File: src/rtl/regAccPkg.sv
`timescale 1ns/1ps
package regAccPkg;
  localparam int BYTE_W = 8;
  localparam int ADDR_W = 8;
  localparam int PAIR_W = 2 * BYTE_W;
  localparam int CNT_W  = $clog2(BYTE_W);

  localparam logic [BYTE_W-1:0] OP_READ  = 8'h69;
  localparam logic [BYTE_W-1:0] OP_WRITE = 8'h6C;

  localparam int SLEEP_BIT = 6;
  localparam int ALTOP_BIT = 4;
  localparam int PIN_BIT   = 6;

  typedef struct packed {
    logic addrShift;
    logic dataShift;
    logic byteCommit;
    logic addrInc;
    logic clearHold;
    logic rdActive;
  } ctlStrb_t;
endpackage

File: src/rtl/regAccCtl.sv
`timescale 1ns/1ps
module regAccCtl
  import regAccPkg::*;
(
  input  logic             clk,
  input  logic             rstN,
  input  logic             busReset,
  input  logic             selDone,
  input  logic             bitValid,
  input  logic             bitIn,
  output ctlStrb_t         strb,
  output logic [CNT_W-1:0] bitIdx
);
  typedef enum logic [2:0] {S_IDLE, S_CMD, S_ADDR, S_RD, S_WR} ctlState_t;

  localparam logic [CNT_W-1:0] LAST = CNT_W'(BYTE_W - 1);

  ctlState_t          state;
  logic [BYTE_W-1:0]  cmdSr;
  logic [BYTE_W-1:0]  nextCmd;
  logic               isWrite;
  logic               bitGo;
  logic               lastBit;

  assign nextCmd = {bitIn, cmdSr[BYTE_W-1:1]};
  assign bitGo   = bitValid && !busReset && !selDone;
  assign lastBit = (bitIdx == LAST);

  always_ff @(posedge clk) begin
    if (!rstN) begin
      state   <= S_IDLE;
      bitIdx  <= '0;
      cmdSr   <= '0;
      isWrite <= 1'b0;
    end else if (busReset) begin
      state  <= S_IDLE;
      bitIdx <= '0;
    end else if (selDone) begin
      state  <= S_CMD;
      bitIdx <= '0;
    end else if (bitValid) begin
      case (state)
        S_CMD: begin
          cmdSr  <= nextCmd;
          bitIdx <= bitIdx + 1'b1;
          if (lastBit) begin
            if (nextCmd == OP_READ) begin
              state   <= S_ADDR;
              isWrite <= 1'b0;
            end else if (nextCmd == OP_WRITE) begin
              state   <= S_ADDR;
              isWrite <= 1'b1;
            end else begin
              state <= S_IDLE;
            end
          end
        end
        S_ADDR: begin
          bitIdx <= bitIdx + 1'b1;
          if (lastBit) state <= isWrite ? S_WR : S_RD;
        end
        S_RD, S_WR: bitIdx <= bitIdx + 1'b1;
        default: ;
      endcase
    end
  end

  always_comb begin
    strb            = '0;
    strb.addrShift  = bitGo && (state == S_ADDR);
    strb.dataShift  = bitGo && (state == S_WR);
    strb.byteCommit = bitGo && (state == S_WR) && lastBit;
    strb.addrInc    = bitGo && ((state == S_RD) || (state == S_WR)) && lastBit;
    strb.clearHold  = selDone && !busReset;
    strb.rdActive   = (state == S_RD);
  end

  assert_reset_idle_R9: assert property (@(posedge clk) disable iff (!rstN)
    busReset |=> (state == S_IDLE) && (bitIdx == '0));

  assert_read_continues_R2: assert property (@(posedge clk) disable iff (!rstN)
    (state == S_RD && bitGo && lastBit) |=> (state == S_RD) && (bitIdx == '0));

  assert_bad_cmd_idle_R1: assert property (@(posedge clk) disable iff (!rstN)
    (state == S_CMD && bitGo && lastBit && nextCmd != OP_READ && nextCmd != OP_WRITE)
      |=> (state == S_IDLE));
endmodule

File: src/rtl/regAccData.sv
`timescale 1ns/1ps
module regAccData
  import regAccPkg::*;
#(
  parameter logic [ADDR_W-1:0] STAT_ADDR   = 8'h01,
  parameter logic [ADDR_W-1:0] PINC_ADDR   = 8'h08,
  parameter logic [ADDR_W-1:0] CUR_HI_ADDR = 8'h0E,
  parameter logic [ADDR_W-1:0] CUR_LO_ADDR = 8'h0F,
  parameter logic [ADDR_W-1:0] ACC_HI_ADDR = 8'h10,
  parameter logic [ADDR_W-1:0] ACC_LO_ADDR = 8'h11
) (
  input  logic              clk,
  input  logic              rstN,
  input  ctlStrb_t          strb,
  input  logic [CNT_W-1:0]  bitIdx,
  input  logic              bitIn,
  input  logic [PAIR_W-1:0] curValue,
  input  logic [PAIR_W-1:0] accValue,
  input  logic              pinLevel,
  output logic              bitOut,
  output logic              sleepEn,
  output logic              altOpSel,
  output logic              pullDownEn,
  output logic [PAIR_W-1:0] accWrData,
  output logic              accWrStb
);
  logic [ADDR_W-1:0] addr;
  logic [BYTE_W-1:0] rxSr;
  logic [BYTE_W-1:0] wrByte;
  logic [BYTE_W-1:0] accHi;
  logic [PAIR_W-1:0] curHold;
  logic [PAIR_W-1:0] accHold;
  logic              curHeld;
  logic              accHeld;
  logic [BYTE_W-1:0] rdByte;
  logic [PAIR_W-1:0] curView;
  logic [PAIR_W-1:0] accView;

  assign wrByte  = {bitIn, rxSr[BYTE_W-1:1]};
  assign curView = curHeld ? curHold : curValue;
  assign accView = accHeld ? accHold : accValue;

  always_ff @(posedge clk) begin
    if (!rstN) begin
      addr       <= '0;
      rxSr       <= '0;
      sleepEn    <= 1'b0;
      altOpSel   <= 1'b0;
      pullDownEn <= 1'b0;
      accHi      <= '0;
      accWrData  <= '0;
      accWrStb   <= 1'b0;
    end else begin
      accWrStb <= 1'b0;
      if (strb.addrShift) addr <= {bitIn, addr[ADDR_W-1:1]};
      if (strb.dataShift) rxSr <= wrByte;
      if (strb.addrInc)   addr <= addr + 1'b1;
      if (strb.byteCommit) begin
        case (addr)
          STAT_ADDR: begin
            sleepEn  <= wrByte[SLEEP_BIT];
            altOpSel <= wrByte[ALTOP_BIT];
          end
          PINC_ADDR:   pullDownEn <= ~wrByte[PIN_BIT];
          ACC_HI_ADDR: accHi <= wrByte;
          ACC_LO_ADDR: begin
            accWrData <= {accHi, wrByte};
            accWrStb  <= 1'b1;
          end
          default: ;
        endcase
      end
    end
  end

  always_ff @(posedge clk) begin
    if (!rstN) begin
      curHeld <= 1'b0;
      accHeld <= 1'b0;
      curHold <= '0;
      accHold <= '0;
    end else if (strb.clearHold) begin
      curHeld <= 1'b0;
      accHeld <= 1'b0;
    end else if (strb.rdActive) begin
      if (addr == CUR_HI_ADDR && !curHeld) begin
        curHold <= curValue;
        curHeld <= 1'b1;
      end
      if (addr == ACC_HI_ADDR && !accHeld) begin
        accHold <= accValue;
        accHeld <= 1'b1;
      end
    end
  end

  always_comb begin
    rdByte = '0;
    case (addr)
      STAT_ADDR: begin
        rdByte[SLEEP_BIT] = sleepEn;
        rdByte[ALTOP_BIT] = altOpSel;
      end
      PINC_ADDR:   rdByte[PIN_BIT] = pinLevel;
      CUR_HI_ADDR: rdByte = curView[PAIR_W-1:BYTE_W];
      CUR_LO_ADDR: rdByte = curView[BYTE_W-1:0];
      ACC_HI_ADDR: rdByte = accView[PAIR_W-1:BYTE_W];
      ACC_LO_ADDR: rdByte = accView[BYTE_W-1:0];
      default:     rdByte = '0;
    endcase
  end

  assign bitOut = strb.rdActive & rdByte[bitIdx];

  assert_strobe_single_R7: assert property (@(posedge clk) disable iff (!rstN)
    accWrStb |=> !accWrStb);

  assert_status_quiet_R5: assert property (@(posedge clk) disable iff (!rstN)
    !strb.byteCommit |=> $stable(sleepEn) && $stable(altOpSel) && $stable(pullDownEn));

  assert_hold_stable_R4: assert property (@(posedge clk) disable iff (!rstN)
    (curHeld && !strb.clearHold) |=> curHeld && $stable(curHold));

  assert_addr_step_R2: assert property (@(posedge clk) disable iff (!rstN)
    strb.addrInc |=> (addr == $past(addr) + 1'b1));

  assert_ro_no_strobe_R8: assert property (@(posedge clk) disable iff (!rstN)
    (strb.byteCommit && addr != ACC_LO_ADDR) |=> !accWrStb);
endmodule

File: src/rtl/regAccessCtl.sv
`timescale 1ns/1ps
module regAccessCtl
  import regAccPkg::*;
#(
  parameter logic [ADDR_W-1:0] STAT_ADDR   = 8'h01,
  parameter logic [ADDR_W-1:0] PINC_ADDR   = 8'h08,
  parameter logic [ADDR_W-1:0] CUR_HI_ADDR = 8'h0E,
  parameter logic [ADDR_W-1:0] CUR_LO_ADDR = 8'h0F,
  parameter logic [ADDR_W-1:0] ACC_HI_ADDR = 8'h10,
  parameter logic [ADDR_W-1:0] ACC_LO_ADDR = 8'h11
) (
  input  logic              clk,
  input  logic              rstN,
  input  logic              busReset,
  input  logic              selDone,
  input  logic              bitValid,
  input  logic              bitIn,
  output logic              bitOut,
  input  logic [PAIR_W-1:0] curValue,
  input  logic [PAIR_W-1:0] accValue,
  output logic [PAIR_W-1:0] accWrData,
  output logic              accWrStb,
  input  logic              pinLevel,
  output logic              pullDownEn,
  output logic              sleepEn,
  output logic              altOpSel
);
  ctlStrb_t         strb;
  logic [CNT_W-1:0] bitIdx;

  regAccCtl uCtl (
    .clk      (clk),
    .rstN     (rstN),
    .busReset (busReset),
    .selDone  (selDone),
    .bitValid (bitValid),
    .bitIn    (bitIn),
    .strb     (strb),
    .bitIdx   (bitIdx)
  );

  regAccData #(
    .STAT_ADDR   (STAT_ADDR),
    .PINC_ADDR   (PINC_ADDR),
    .CUR_HI_ADDR (CUR_HI_ADDR),
    .CUR_LO_ADDR (CUR_LO_ADDR),
    .ACC_HI_ADDR (ACC_HI_ADDR),
    .ACC_LO_ADDR (ACC_LO_ADDR)
  ) uData (
    .clk        (clk),
    .rstN       (rstN),
    .strb       (strb),
    .bitIdx     (bitIdx),
    .bitIn      (bitIn),
    .curValue   (curValue),
    .accValue   (accValue),
    .pinLevel   (pinLevel),
    .bitOut     (bitOut),
    .sleepEn    (sleepEn),
    .altOpSel   (altOpSel),
    .pullDownEn (pullDownEn),
    .accWrData  (accWrData),
    .accWrStb   (accWrStb)
  );
endmodule

File: config.mk
export PLATFORM = sky130hd
export DESIGN_NAME = regAccessCtl
export DESIGN_NICKNAME = d
export VERILOG_FILES = /design/src/rtl/regAccPkg.sv /design/src/rtl/regAccCtl.sv /design/src/rtl/regAccData.sv /design/src/rtl/regAccessCtl.sv
export SDC_FILE = /design/constraint.sdc
export NUM_CORES = 1
export LEC_CHECK = 0
export ABC_AREA = 1
export ABC_CLOCK_PERIOD_IN_PS = 2690
export CAP_MARGIN = 20
export CORE_UTILIZATION = 55
export CTS_CLUSTER_SIZE = 30
export DETAILED_ROUTE_END_ITERATION = 10
export GPL_ROUTABILITY_DRIVEN = 0
export HOLD_SLACK_MARGIN = 0.03
export PLACE_DENSITY_LB_ADDON = 0.15
export SLEW_MARGIN = 20
export SYNTH_ARGS = -nofsm -noshare
export SYNTH_HDL_FRONTEND = slang
export SYNTH_SLANG_ARGS = --single-unit
File: constraint.sdc
create_clock -name clk -period 2.69 [get_ports clk]
set_clock_uncertainty 0.2 [all_clocks]
set_input_delay 0.538 -clock clk [delete_from_list [all_inputs] [get_ports clk]]
set_output_delay 0.538 -clock clk [all_outputs]
set_load 0.01 [all_outputs]
==> qor.txt, run 1 <==
Run status: finished, violations left
Failing checks: setup timing
Slew Viols, Final: 0
Non-Filler Instances: 878
Die width: 92.5 um
Hold Crit Depth: 2
CTS Buf Count: 9
Critical path endpoint category: primary output
Mapped Cells: 667
Switch share: 26.9%
Initial DRT Pass Iterations: 6
Initial antenna violation count: 0
Max clock buf depth: 2
Clock H-tree levels: 3
Critical path fanouts, max: 5
Yosys reg bits: 91
Synth area leader: dfxtp_1
Setup WS post-layout: -201 ps
Final WL: 11.9 mm
Worst VDD drop: 0.290 mV
Die H: 92.5 um
Gr ovfl total: 0
Inst Count DP: 851
Critical path required time: 1950 ps
Register area share after synthesis: 40.4%
Class of the worst hold path: flip-flop to flip-flop
Share of the synthesized area in the top cell type: 40.4%
Worst rel slew slack: 69.5%
DRC viols: 0
Synth area leaders: dfxtp_1, nand2_1, nor2_1, o21ai_0, a21oi_1
Post-route ant nets: 0
Cell Pwr Density: 418 mW/mm^2
Mapped Nets: 712
First-pass GRT wire length: 19.3 mm
Fill count: 617
Min Tclk post-route: 2890 ps
Max Cap Violations: 0
WL per Instance: 13.6 um
DP Wirelength: 7.97 mm
M2 GR Usage: 49.0%
Switching power: 660 uW
Power Internal: 1800 uW
M3 GR Usage: 5.67%
Share of layout cells above drive strength 1: 19.1%
Multi-input gate area: 0.00254 mm^2
# diodes: 0
I/O Buffers: 59
Slew at the pin closest to its max-slew limit: 453 ps
Post-Syn Area: 0.00451 mm^2
Cts hold-fix bufs: 0
CP Class: flip-flop to primary output
Post-Syn Area per Cell: 6.76 um^2
Initial core utilization: 57.5%
Number of global-route vias before repair: 4,393
CTS tree: built
Met1 GRT Util: 33.8%
Seq pwr share: 54.9%
Gr usage total: 28.0%
Root buf cell: clkbuf_8
Setup tns final: -201 ps
Setup crit start kind: flip-flop
Core Footprint: 0.00785 mm^2
Total die area: 0.00856 mm^2
Clock latency on the worst-skew pair: 380 ps
WP data arrival: 2150 ps
First-iteration detailed-routing DRC count: 202
Hold Violations, Final: 0
Pin count of the biggest net entering global routing: 30
Synth unique cells: 36
Fin crit share: 107%
Area delta synth->final: 30.4%
Nets: 816
YS warnings: 0
Final setup vio count: 1
Commonest cells after routing, fill and taps aside: nand2_1, nor2_1, dfxtp_1
Clock transition at path regs: 110 ps
Ports: 60
Vias per Instance: 5.23
Clk pwr share: 39.0%
Max frequency: 346 MHz
Leak pwr: 0.00246 uW
Busiest grt layer: met2
Commonest non-fill, non-tap cell in the layout: nand2_1
Clk sinks: 91
Rows: 32
Worst Reg2Reg Path Length in Cells: 9
Comb pwr share: 6.1%
Setup repair after global routing missed its margin: true
Register area: 0.00183 mm^2
Vias: 4,593
[logic make-up after synthesis]
kind of cell | share of synthesized area [%]
xor gates and xnor gates | 0.583
AOI/OAI and AO/OA | 13.8
adders and majority gates | 1.66
DFF | 40.4
buffers and inverters | 6.94
and+or+nand+nor | 36.6
[sequential cells by signal, summed over array words and instances (netlist names)]
signal,count
uData.accHold,16
uData.accWrData,16
uData.curHold,16
uData.accHi,8
uData.addr,8
uCtl.cmdSr,7
uData.rxSr,7
uCtl.bitIdx,3
uCtl.state,3
uCtl.isWrite,1
uData.accHeld,1
uData.accWrStb,1
uData.altOpSel,1
uData.curHeld,1
uData.pullDownEn,1
uData.sleepEn,1
[through the flow]
| step | setup slack (ps) | hold WS [ps] | instance area [um^2] | total power (uW) | utilization [%] |
|---|---|---|---|---|---|
| 2_1_floorplan | 420 | 241 | 4510 | 1440 | - |
| 3_3_place_gp | -491 | 252 | 5430 | 1530 | 69.2 |
| 3_5_place_dp | -476 | 256 | 5430 | 1530 | 69.2 |
| 4_1_cts | -132 | 273 | 5800 | 2460 | 73.9 |
| 5_1_grt | -333 | 290 | 5880 | 2540 | 74.9 |
| 6_report | -201 | 274 | 5880 | 2460 | 74.9 |
[synthesized netlist by cell type (all sizes together)]
cell type	instances
o221a	1
buf	14
dfxtp	91
nand4	1
clkbuf	9
xor2	3
nand2	213
a211oi	3
nor3	7
clkinv	3
a21oi	36
inv	41
ha	6
o21ai	69
a31oi	5
nand3	25
nand3b	2
or2	3
nor2	133
a311oi	2
[critical path, stage by stage, from the launching register on]
cell and delay (ps):
dfxtp_4 400, inv_4 90, ha_4 150, nand3_4 110, nor2_4 230, nand2_1 80, nand2_1 80, nor2_1 50
nand2_1 50, nand2_1 50, nand2_1 50, nand2_1 50, nand2_1 50, nand2_1 60, nor2_2 130, buf_2 140
[power groups by stage]
| stage | clock (uW) | combinational (uW) | sequential [uW] |
|---|---|---|---|
| floorplan | 0 | 55.0 | 1380 |
| global placement | 0 | 146 | 1380 |
| detailed placement | 0 | 147 | 1380 |
| CTS | 964 | 148 | 1350 |
| global route | 1020 | 163 | 1350 |
| finish | 960 | 150 | 1350 |
[layer usage]
metal | share of wire, % | up-vias
li1 | - | 2336
met3 | 5.1 | 32
met1 | 42 | 2091
met4 | 3.0 | 0
met2 | 50 | 134
met5 | 0 | -
[cell type report]
| type | count | area share [%] |
|---|---|---|
| clock buffers | 9 | 2.11 |
| repair buffers | 114 | 17.1 |
| multi-input cells | 511 | 43.2 |
| inverters | 44 | 2.94 |
| well taps | 102 | 2.17 |
| flip-flops and latches | 91 | 31.1 |
| clock inverters | 7 | 1.40 |
[final timing paths]
kind,to,slack (ps),from
min,uData.curHold[15],270,uData.curHold[15]
max reg2reg,uData.addr[1],490,uCtl.bitIdx[0]
max,bitOut,-200,uData.addr[0]
min reg2reg,uData.curHold[15],270,uData.curHold[15]
[repair_timing]
action                                 4_1_cts  5_1_grt
pin swaps                                    7       14
cloned                                       2        0
gates resized for setup                     34       13
endpoints found under the hold margin        0        0
buffers inserted                             3        6
setup endpoints to repair                    1        1
(Power assumes the default switching activity.)
==> run 2, diff against run 1 <==
==> constraint.sdc (replaced) <==
create_clock -name clk -period 2.69 [get_ports clk]
set_clock_uncertainty 0.2 [all_clocks]
set_input_delay 0.269 -clock clk [delete_from_list [all_inputs] [get_ports clk]]
set_output_delay 0.269 -clock clk [all_outputs]
set_load 0.01 [all_outputs]
==> qor.txt, run 2 (synthesized netlist as in run 1, its figures left out) <==
Vias: 4,421 (was 4,593)
Die width: 92.5 um (unchanged)
Commonest non-fill, non-tap cell in the layout: nand2_1 (unchanged)
Number of global-route vias before repair: 4,164 (was 4,393)
Min Tclk post-route: 2580 ps (was 2890 ps)
Initial antenna violation count: 0 (unchanged)
Worst VDD drop: 0.248 mV (was 0.290 mV)
Post-route ant nets: 0 (unchanged)
Setup WS pre-CTS: -37.2 ps (was -476 ps)
Vias per Instance: 5.24 (was 5.23)
CP most frequent cell: nand2_1 (unchanged)
M3 GR Usage: 4.68% (was 5.67%)
Worst Reg2Reg Path Length in Cells: 12 (was 9)
Setup WS post-layout: 108 ps (was -201 ps)
DRC viols: 0 (unchanged)
# diodes: 0 (unchanged)
Setup tns final: 0 ps (was -201 ps)
Run status: finished, final reports clean (was finished, violations left)
Critical Path Start: uData.addr[0] (unchanged)
Gr ovfl total: 0 (unchanged)
WL per Instance: 13.6 um (about the same)
Ports: 60 (unchanged)
Worst r2r src: uData.addr[1] (was uCtl.bitIdx[0])
Worst reg-to-reg setup slack: 310 ps (was 490 ps)
Final WL: 11.4 mm (was 11.9 mm)
Slew at the pin closest to its max-slew limit: 473 ps (was 453 ps)
Share of layout cells above drive strength 1: 14.0% (was 19.1%)
Biggest regs: uData.accHold (16), uData.accWrData (16), uData.curHold (16) (unchanged)
Number of cells on the critical path: 14 (was 15)
Rows: 32 (unchanged)
Fin crit share: 96.0% (was 107%)
Clock latency on the worst-skew pair: 380 ps (about the same)
CP Class: flip-flop to primary output (unchanged)
Top delay family on crit path: simple AND/OR/NAND/NOR gates (unchanged)
Clock transition at path regs: 100 ps (was 110 ps)
Pin count of the biggest net entering global routing: 58 (was 30)
Leak pwr: 0.00230 uW (was 0.00246 uW)
Max Cap Violations: 0 (unchanged)
Max frequency: 387 MHz (was 346 MHz)
CP max stage delay: 400 ps (about the same)
Cts hold-fix bufs: 0 (unchanged)
Total die area: 0.00856 mm^2 (unchanged)
Gr usage total: 27.5% (was 28.0%)
Clk sinks: 91 (unchanged)
Nets: 782 (was 816)
Area delta synth->final: 22.9% (was 30.4%)
Cell Pwr Density: 436 mW/mm^2 (was 418 mW/mm^2)
Die H: 92.5 um (unchanged)
Worst rel slew slack: 68.4% (was 69.5%)
Hold Violations, Final: 0 (unchanged)
DP Wirelength: 7.80 mm (was 7.97 mm)
Setup crit end: bitOut (unchanged)
Critical path endpoint category: primary output (unchanged)
Root buf cell: clkbuf_8 (unchanged)
Clock H-tree levels: 3 (unchanged)
Busiest grt layer: met2 (unchanged)
Critical path fanouts, max: 7 (was 5)
CP Buf/Inv Count: 1 (was 2)
Crit path cell chain: ha_1, nand3_2, nor2_4, nand2_1, nand2_1, nor2_1, nand2_1, nand2_1, nand2_1, nand2_1, nand2_1, nand2_1, nor2_2, buf_2 (was inv_4, ha_4, nand3_4, nor2_4, nand2_1, nand2_1, nor2_1, nand2_1, nand2_1, nand2_1, nand2_1, nand2_1, nand2_1, nor2_2, buf_2)
I/O Buffers: 59 (unchanged)
First-iteration detailed-routing DRC count: 228 (was 202)
CTS Buf Count: 9 (unchanged)
Met1 GRT Util: 33.7% (was 33.8%)
CTS tree: built (unchanged)
WP data arrival: 2110 ps (was 2150 ps)
Core Footprint: 0.00785 mm^2 (unchanged)
Max clock buf depth: 2 (unchanged)
Slowest stage cell on the critical path: dfxtp_4 (unchanged)
First-pass GRT wire length: 18.8 mm (was 19.3 mm)
Final setup vio count: 0 (was 1)
Critical path required time: 2220 ps (was 1950 ps)
Slew Viols, Final: 0 (unchanged)
Initial DRT Pass Iterations: 5 (was 6)
Initial core utilization: 57.5% (unchanged)
M2 GR Usage: 48.1% (was 49.0%)
Commonest cells after routing, fill and taps aside: nand2_1, nor2_1, dfxtp_1 (unchanged)
Worst R2R End: uData.accHold[2] (was uData.addr[1])
Setup crit start kind: flip-flop (unchanged)
Class of the worst hold path: flip-flop to flip-flop (unchanged)
-- run 2: cell count changes in the layout (fill, tap and decap cells not counted), sizes merged --
cell / previous run / this run
nor2: 135 / 134
clkinv: 6 / 5
clkbuf: 9 / 10
buf: 56 / 23
-- run 2: power by group --
| group | internal (uW) | switching [uW] |
|---|---|---|
| Clock | 381 | 545 |
| Sequential | 1350 | 2.48 |
| Combinational | 70.7 | 70.0 |
-- run 2: per-layer routing --
metal | part of all wire (%) | wire (um)
met3 | 5.5 | 625
met2 | 50 | 5680
met4 | 1.9 | 218
met1 | 43 | 4920
met5 | 0 | 0
-- run 2: through the flow --
| stage | power, uW | cell area [um^2] | hold WS, ps | cells | utilization, % |
|---|---|---|---|---|---|
| 2_1_floorplan | 1440 | 4510 | 197 | 667 | - |
| 3_3_place_gp | 1520 | 5180 | 252 | 818 | 66.0 |
| 3_5_place_dp | 1520 | 5180 | 256 | 818 | 66.0 |
| 4_1_cts | 2420 | 5430 | 271 | 838 | 69.1 |
| 5_1_grt | 2490 | 5540 | 287 | 844 | 70.6 |
| 6_report | 2420 | 5540 | 271 | 844 | 70.6 |
-- run 2: final cells by class --
type	count	area, um^2
multi-input cells	510	2450
fillers	683	2300
flip-flops and latches	91	1830
repair buffers	81	763
inverters	44	173
clock buffers	10	138
well taps	102	128
clock inverters	6	56.3
-- run 2: worst min-delay path by stage --
stage | slack (ps) | startpoint | cells after the start | to
floorplan | 200 | accValue[10] | 2 | uData.accHold[10]
finish | 270 | uData.curHold[7] | 2 | uData.curHold[7]
global route | 290 | curValue[11] | 3 | uData.curHold[11]
detailed placement | 260 | uData.rxSr[7] | 1 | uData.pullDownEn
global placement | 250 | uData.curHold[7] | 2 | uData.curHold[7]
CTS | 270 | uData.curHold[7] | 2 | uData.curHold[7]
-- run 2: worst min-delay path, cell delays in order, from the launching register on --
cell     delay (ps)
dfxtp_1         320
nand2_1          60
a21oi_1          50
-- run 2: repair_timing --
item                                    CTS  global route
pin swaps                                 4             6
resized for setup                        10            21
cloned                                    1             0
endpoints found under the setup margin    1             1
buffers inserted                          3             6
